File: config.mk
export PLATFORM = sky130hd
export DESIGN_NAME = thermal_alarm_ctrl
export DESIGN_NICKNAME = d
export VERILOG_FILES = /design/src/rtl/thermal_alarm_pkg.sv /design/src/rtl/ta_regfile.sv /design/src/rtl/ta_fault_queue.sv /design/src/rtl/ta_alarm_fsm.sv /design/src/rtl/ta_out_stage.sv /design/src/rtl/thermal_alarm_ctrl.sv
export SDC_FILE = /design/constraint.sdc
export NUM_CORES = 1
export LEC_CHECK = 0
export BUFFER_PORTS_ARGS = -buffer_cell sky130_fd_sc_hd__buf_2
export CORE_UTILIZATION = 50
export CTS_BUF_LIST = sky130_fd_sc_hd__clkbuf_16
export CTS_CLUSTER_SIZE = 30
export DETAILED_ROUTE_END_ITERATION = 8
export PLACE_DENSITY = 0.68
export SLEW_MARGIN = 20
export SYNTH_ARGS = -nofsm -noshare
export SYNTH_HDL_FRONTEND = slang
export SYNTH_SLANG_ARGS = --single-unit
File: constraint.sdc
create_clock -name clk -period 2.99 [get_ports clk]
set_clock_uncertainty 0.1 [all_clocks]
set_input_delay 0.598 -clock clk [delete_from_list [all_inputs] [get_ports clk]]
set_output_delay 0.598 -clock clk [all_outputs]
set_load 0.02 [all_outputs]
File: src/rtl/thermal_alarm_pkg.sv
package thermal_alarm_pkg;

  localparam int CFG_W = 5;

  typedef enum logic [1:0] {
    SEL_TEMP  = 2'd0,
    SEL_CFG   = 2'd1,
    SEL_HYST  = 2'd2,
    SEL_SETPT = 2'd3
  } reg_sel_e;

  typedef struct packed {
    logic [1:0] depth_code;
    logic       act_high;
    logic       int_mode;
    logic       shutdown;
  } cfg_t;

endpackage

File: src/rtl/ta_regfile.sv
module ta_regfile
  import thermal_alarm_pkg::*;
#(
  parameter int TEMP_W    = 9,
  parameter int SETPT_RST = 160,
  parameter int HYST_RST  = 150
) (
  input  logic              clk,
  input  logic              rst,
  input  logic              conv_valid,
  input  logic [TEMP_W-1:0] conv_temp,
  input  logic              wr_en,
  input  logic [1:0]        wr_sel,
  input  logic [TEMP_W-1:0] wr_data,
  input  logic              rd_en,
  input  logic [1:0]        rd_sel,
  output logic [TEMP_W-1:0] rd_data,
  output cfg_t              cfg_q,
  output logic [TEMP_W-1:0] setpt_q,
  output logic [TEMP_W-1:0] hyst_q,
  output logic              sample,
  output logic              mode_chg,
  output logic              sd_chg,
  output logic              sd_enter
);

  localparam int PAD_W = TEMP_W - CFG_W;

  logic [TEMP_W-1:0] temp_q;
  logic              cfg_wr;
  cfg_t              cfg_new;

  assign cfg_wr   = wr_en && (reg_sel_e'(wr_sel) == SEL_CFG);
  assign cfg_new  = cfg_t'(wr_data[CFG_W-1:0]);
  assign mode_chg = cfg_wr && (cfg_new.int_mode != cfg_q.int_mode);
  assign sd_chg   = cfg_wr && (cfg_new.shutdown != cfg_q.shutdown);
  assign sd_enter = sd_chg && cfg_new.shutdown;
  assign sample   = conv_valid && !cfg_q.shutdown;

  always_ff @(posedge clk) begin
    if (rst) begin
      cfg_q   <= '0;
      setpt_q <= TEMP_W'(SETPT_RST);
      hyst_q  <= TEMP_W'(HYST_RST);
    end else if (wr_en) begin
      case (reg_sel_e'(wr_sel))
        SEL_CFG:   cfg_q   <= cfg_new;
        SEL_HYST:  hyst_q  <= wr_data;
        SEL_SETPT: setpt_q <= wr_data;
        default:   ;
      endcase
    end
  end

  always_ff @(posedge clk) begin
    if (rst) temp_q <= '0;
    else if (sample) temp_q <= conv_temp;
  end

  always_ff @(posedge clk) begin
    if (rst) begin
      rd_data <= '0;
    end else if (rd_en) begin
      case (reg_sel_e'(rd_sel))
        SEL_TEMP:  rd_data <= temp_q;
        SEL_CFG:   rd_data <= {{PAD_W{1'b0}}, cfg_q};
        SEL_HYST:  rd_data <= hyst_q;
        default:   rd_data <= setpt_q;
      endcase
    end
  end

  AST_SD_TEMP_HOLD: assert property (@(posedge clk) disable iff (rst)
    cfg_q.shutdown |=> $stable(temp_q));
  AST_CONV_STORED: assert property (@(posedge clk) disable iff (rst)
    (conv_valid && !cfg_q.shutdown) |=> (temp_q == $past(conv_temp)));

endmodule

File: src/rtl/ta_fault_queue.sv
module ta_fault_queue #(
  parameter int QUEUE_MAX = 6
) (
  input  logic       clk,
  input  logic       rst,
  input  logic       clr,
  input  logic       sample,
  input  logic       cond,
  input  logic [1:0] depth_code,
  output logic       qualify
);

  localparam int CNT_W = $clog2(QUEUE_MAX + 1);

  logic [CNT_W-1:0] cnt_q;
  logic [CNT_W:0]   need_n;
  logic [CNT_W:0]   cnt_inc;

  always_comb begin
    case (depth_code)
      2'd0:    need_n = (CNT_W+1)'(1);
      2'd1:    need_n = (CNT_W+1)'(2);
      2'd2:    need_n = (CNT_W+1)'(4);
      default: need_n = (CNT_W+1)'(QUEUE_MAX);
    endcase
  end

  assign cnt_inc = {1'b0, cnt_q} + (CNT_W+1)'(1);
  assign qualify = sample && cond && !clr && (cnt_inc >= need_n);

  always_ff @(posedge clk) begin
    if (rst || clr) begin
      cnt_q <= '0;
    end else if (sample) begin
      if (cond && !qualify) cnt_q <= cnt_inc[CNT_W-1:0];
      else                  cnt_q <= '0;
    end
  end

  AST_CNT_IN_RANGE: assert property (@(posedge clk) disable iff (rst)
    cnt_q < CNT_W'(QUEUE_MAX));
  AST_CLR_ZERO: assert property (@(posedge clk) disable iff (rst)
    clr |=> (cnt_q == '0));
  AST_MISS_RESTART: assert property (@(posedge clk) disable iff (rst)
    (sample && !cond) |=> (cnt_q == '0));

endmodule

File: src/rtl/ta_alarm_fsm.sv
module ta_alarm_fsm #(
  parameter int TEMP_W = 9
) (
  input  logic              clk,
  input  logic              rst,
  input  logic              int_mode,
  input  logic              mode_chg,
  input  logic              sd_chg,
  input  logic              sd_enter,
  input  logic              shutdown,
  input  logic              sample,
  input  logic              rd_en,
  input  logic [TEMP_W-1:0] temp_in,
  input  logic [TEMP_W-1:0] setpt,
  input  logic [TEMP_W-1:0] hyst,
  input  logic              qualify,
  output logic              cond,
  output logic              clr,
  output logic              alarm_q
);

  logic seek_high_q;
  logic above;
  logic below;
  logic cfg_chg;

  assign above   = $signed(temp_in) >  $signed(setpt);
  assign below   = $signed(temp_in) <= $signed(hyst);
  assign cfg_chg = mode_chg || sd_chg;
  assign clr     = cfg_chg;

  always_comb begin
    if (int_mode) cond = seek_high_q ? above : below;
    else          cond = alarm_q ? below : above;
  end

  always_ff @(posedge clk) begin
    if (rst) begin
      alarm_q     <= 1'b0;
      seek_high_q <= 1'b1;
    end else if (mode_chg) begin
      alarm_q     <= 1'b0;
      seek_high_q <= 1'b1;
    end else if (sd_enter && int_mode) begin
      alarm_q     <= 1'b0;
      seek_high_q <= 1'b1;
    end else if (qualify) begin
      if (int_mode) begin
        alarm_q     <= 1'b1;
        seek_high_q <= !seek_high_q;
      end else begin
        alarm_q <= !alarm_q;
      end
    end else if (rd_en && int_mode) begin
      alarm_q <= 1'b0;
    end
  end

  AST_INT_SD_CLEAR: assert property (@(posedge clk) disable iff (rst)
    (sd_enter && int_mode) |=> !alarm_q);
  AST_CMP_SD_HOLD: assert property (@(posedge clk) disable iff (rst)
    (shutdown && !int_mode && !cfg_chg) |=> $stable(alarm_q));
  AST_READ_CLEARS: assert property (@(posedge clk) disable iff (rst)
    (rd_en && int_mode && !qualify) |=> !alarm_q);
  AST_MODE_REARM: assert property (@(posedge clk) disable iff (rst)
    mode_chg |=> (!alarm_q && seek_high_q));
  AST_CMP_NO_TRIP: assert property (@(posedge clk) disable iff (rst)
    (!int_mode && !cfg_chg && sample && !alarm_q && !above) |=> !alarm_q);
  AST_LATCH_HOLD: assert property (@(posedge clk) disable iff (rst)
    (int_mode && alarm_q && !rd_en && !cfg_chg) |=> alarm_q);

endmodule

File: src/rtl/ta_out_stage.sv
module ta_out_stage (
  input  logic clk,
  input  logic rst,
  input  logic active,
  input  logic act_high,
  output logic pull_q
);

  always_ff @(posedge clk) begin
    if (rst) pull_q <= 1'b0;
    else     pull_q <= active ^ act_high;
  end

  AST_PULL_POLARITY: assert property (@(posedge clk) disable iff (rst)
    pull_q == ($past(active) ^ $past(act_high)));

endmodule

File: src/rtl/thermal_alarm_ctrl.sv
module thermal_alarm_ctrl
  import thermal_alarm_pkg::*;
#(
  parameter int TEMP_W    = 9,
  parameter int QUEUE_MAX = 6,
  parameter int SETPT_RST = 160,
  parameter int HYST_RST  = 150
) (
  input  logic              clk,
  input  logic              rst,
  input  logic              conv_valid,
  input  logic [TEMP_W-1:0] conv_temp,
  input  logic              wr_en,
  input  logic [1:0]        wr_sel,
  input  logic [TEMP_W-1:0] wr_data,
  input  logic              rd_en,
  input  logic [1:0]        rd_sel,
  output logic [TEMP_W-1:0] rd_data,
  output logic              alarm_active,
  output logic              alarm_pull
);

  cfg_t              cfg_q;
  logic [TEMP_W-1:0] setpt_q;
  logic [TEMP_W-1:0] hyst_q;
  logic              sample;
  logic              mode_chg;
  logic              sd_chg;
  logic              sd_enter;
  logic              cond;
  logic              clr;
  logic              qualify;

  ta_regfile #(
    .TEMP_W   (TEMP_W),
    .SETPT_RST(SETPT_RST),
    .HYST_RST (HYST_RST)
  ) u_regs (
    .clk       (clk),
    .rst       (rst),
    .conv_valid(conv_valid),
    .conv_temp (conv_temp),
    .wr_en     (wr_en),
    .wr_sel    (wr_sel),
    .wr_data   (wr_data),
    .rd_en     (rd_en),
    .rd_sel    (rd_sel),
    .rd_data   (rd_data),
    .cfg_q     (cfg_q),
    .setpt_q   (setpt_q),
    .hyst_q    (hyst_q),
    .sample    (sample),
    .mode_chg  (mode_chg),
    .sd_chg    (sd_chg),
    .sd_enter  (sd_enter)
  );

  ta_fault_queue #(
    .QUEUE_MAX(QUEUE_MAX)
  ) u_queue (
    .clk       (clk),
    .rst       (rst),
    .clr       (clr),
    .sample    (sample),
    .cond      (cond),
    .depth_code(cfg_q.depth_code),
    .qualify   (qualify)
  );

  ta_alarm_fsm #(
    .TEMP_W(TEMP_W)
  ) u_fsm (
    .clk     (clk),
    .rst     (rst),
    .int_mode(cfg_q.int_mode),
    .mode_chg(mode_chg),
    .sd_chg  (sd_chg),
    .sd_enter(sd_enter),
    .shutdown(cfg_q.shutdown),
    .sample  (sample),
    .rd_en   (rd_en),
    .temp_in (conv_temp),
    .setpt   (setpt_q),
    .hyst    (hyst_q),
    .qualify (qualify),
    .cond    (cond),
    .clr     (clr),
    .alarm_q (alarm_active)
  );

  ta_out_stage u_out (
    .clk     (clk),
    .rst     (rst),
    .active  (alarm_active),
    .act_high(cfg_q.act_high),
    .pull_q  (alarm_pull)
  );

endmodule

==> reports/qor.txt <==
top cells by area, synth - dfxtp_1 (37%), nand2_1 (11%), ha_1 (11%)
IO Port Bufs - 37
Clock Power Share - 0.358
Setup Fix Bufs, Post-CTS - 0
total routed wirelength - 5755 µm
PwrDens - 487.3 nW/µm²
Seq cells post-synth - 47
Detail Placement HPWL - 4286 µm
Max H-tree Level - 2
vias in the first global route - 2080
initial core utilization - 0.5301
die area - 5397 µm²
Mapped Cells - 319
root buffer cell - clkbuf_16
Int Pwr - 1050 µW
Hold Buf Count CTS - 0
global placement routability congestion - 0.9307
crit share post-route - 0.8087
global-route track usage on met2 - 0.3660
RSZ-0062 raised after global routing - no
area of the multi-input gates - 1470 µm²
pre-CTS setup slack - 0.2840 ns
share of async-settable or async-resettable flops after synthesis - 0
Num Clock Sinks - 47
leakage - 0.001282 µW
chip width - 73.47 µm
Yosys cell types - 38
most frequent cells in the layout - nand2_1 (75), dfxtp_1 (47), a21oi_1 (37), buf_2 (37), inv_1 (25)
ANT nets after route - 0
initial antenna violation count - 0
Post-synth EDFFs - 0
area leader, netlist - dfxtp_1
filler instances - 463
Slew HR - 0.5921
Syn. warnings - 0
nets - 400
die height - 73.47 µm
Hold Crit Class - flip-flop to flip-flop
Max VDD drop - 0.0003061 V
most common cell after layout, fill and taps aside - nand2_1
overall routing resource usage - 0.2338
routed vias - 2222
GRT met3 Usage - 0.03567
Placed Instance Area - 2785 µm²
arrival time worst endpoint - 2.53 ns
Std-Cell Rows - 25
final hold vios - 0
Initial DRC Count - 137
max-cap viol count - 0
Reg power frac - 0.477
ys flop type - dfxtp_1
flip-flop and latch area - 940.9 µm²
grt peak-use layer - met2
Worst-Margin Slew - 0.6096 ns
sw frac - 0.2607
Mapped Nets - 368
pin count of the biggest net entering global routing - 39
TritonCTS clock tree - built
worst setup path class - primary input to flip-flop
Final Cell Area - 2914 µm²
WL/cell - 13.80 µm
net switching power - 370.1 µW
synthesized cell area - 2554 µm²
Clock transition at path regs - 0.06 ns
Post-Layout Cell Count - 417
Logic pwr share - 0.165
status - finished, final reports clean
# diodes - 0
cts bufs inserted - 5
fin crit period - 2.418 ns
Avg Inst Size Synth - 8.005 µm²
Clock Tree Buf Depth - 2
Crit. End Element - flip-flop
FMAX - 413.5 MHz
Setup-failing EPs final - 0
first-pass GRT wire length - 9639 µm
grt met1 use - 0.3316
critical path required time - 3.10 ns
total chip power - 1420 µW
Crit Path Max Fanout - 5
ratio of cells with drive above 1 in the final layout - 0.1514
fin. max-slew vios - 0
Top-Level Pins - 38
top cell type's share of synthesized area - 0.3684
area grow syn2layout - 14.11%
Setup TNS Final - 0 ns
core area - 4817 µm²
CP startpoint kind - primary input
via density per instance - 5.329
Residual DRC - 0
Detailed Routing Iterations Pass 1 - 4
post-CTS sizing - 0
Placed Instances - 411
total gr overflow - 0
worst-skew pair later-pin latency - 0.28 ns
final worst setup slack - 0.5718 ns
sequential share of the synthesized area - 0.3684
path summary, 6_finish.rpt:
| kind | slack, ns | end | startpoint | depth (start not counted) |
|---|---|---|---|---|
| max | 0.57 | u_fsm.alarm_q | conv_temp[7] | 7 |
| min | 0.35 | u_regs.hyst_q[6] | u_regs.hyst_q[6] | 2 |
| max reg2reg | 0.62 | u_fsm.alarm_q | u_regs.hyst_q[7] | 7 |
| min reg2reg | 0.35 | u_regs.hyst_q[6] | u_regs.hyst_q[6] | 2 |
synth_stat cells, types with 4 or more instances:
master,number
o21ai_0,10
nand3b_1,4
dfxtp_1,47
nand2_1,75
nand2b_1,4
mux4_2,5
a21oi_1,37
inv_1,24
a211oi_1,4
nand3_1,6
nor2_1,21
a22oi_1,4
clkbuf_1,13
ha_1,22
mux2i_1,6
routing by layer:
metal	routed length, µm	share of wire
met5	0	0
met3	260	0.045
met1	2910	0.51
met4	48	0.0083
met2	2536	0.44
layout make-up:
| class | count | area share |
|---|---|---|
| multi-input combinational | 234 | 0.5045 |
| sequential | 47 | 0.3229 |
| timing repair buffer | 39 | 0.06870 |
| clock buffer | 5 | 0.04294 |
| inverter | 24 | 0.03091 |
| tap | 67 | 0.02877 |
| clock inverter | 1 | 0.001288 |
worst max-delay path, stage by stage:
cell and delay, ns:
buf_2 0.12, ha_1 0.34, a2111o_1 0.44, a211o_1 0.28, a32oi_2 0.34, and3_4 0.24
mux2i_1 0.16
through the flow:
| step | hold WS (ns) | util |
|---|---|---|
| 6_report | 0.3546 | 0.6049 |
| 5_1_grt | 0.3719 | 0.6049 |
| 4_1_cts | 0.3567 | 0.6049 |
| 3_5_place_dp | 0.3475 | 0.5782 |
| 3_3_place_gp | 0.3406 | 0.5782 |
| 2_1_floorplan | 0.3334 | - |
state kept, by name, summed over array words and instances, names as in the netlist:
| name | flops |
|---|---|
| u_fsm.alarm_q | 1 |
| u_regs.cfg_q | 5 |
| u_regs.rd_data | 9 |
| u_queue.cnt_q | 3 |
| u_regs.setpt_q | 9 |
| u_regs.temp_q | 9 |
| u_out.pull_q | 1 |
| u_fsm.seek_high_q | 1 |
| u_regs.hyst_q | 9 |
power by group through the flow:
stage	registers, µW	logic, µW	clock network (µW)
floorplan	697	149	0
finish	678	234	508
CTS	678	235	521
detailed placement	691	233	0
global placement	691	228	0
global route	682	265	541
cell families (layout without fill, tap and decap cells):
| kind of cell | after synthesis | in the layout | share of synthesized area |
|---|---|---|---|
| AND/OR/NAND/NOR | 128 | 128 | 0.2234 |
| AO/OA/AOI/OAI | 69 | 69 | 0.1632 |
| flip-flops | 47 | 47 | 0.3684 |
| buffers and inverters | 38 | 69 | 0.05586 |
| adder cells (fa/ha/maj) | 22 | 22 | 0.1078 |
| multiplexers | 11 | 11 | 0.06762 |
| XOR/XNOR | 4 | 4 | 0.01372 |
Note: power is estimated with default switching activity, not from simulation.
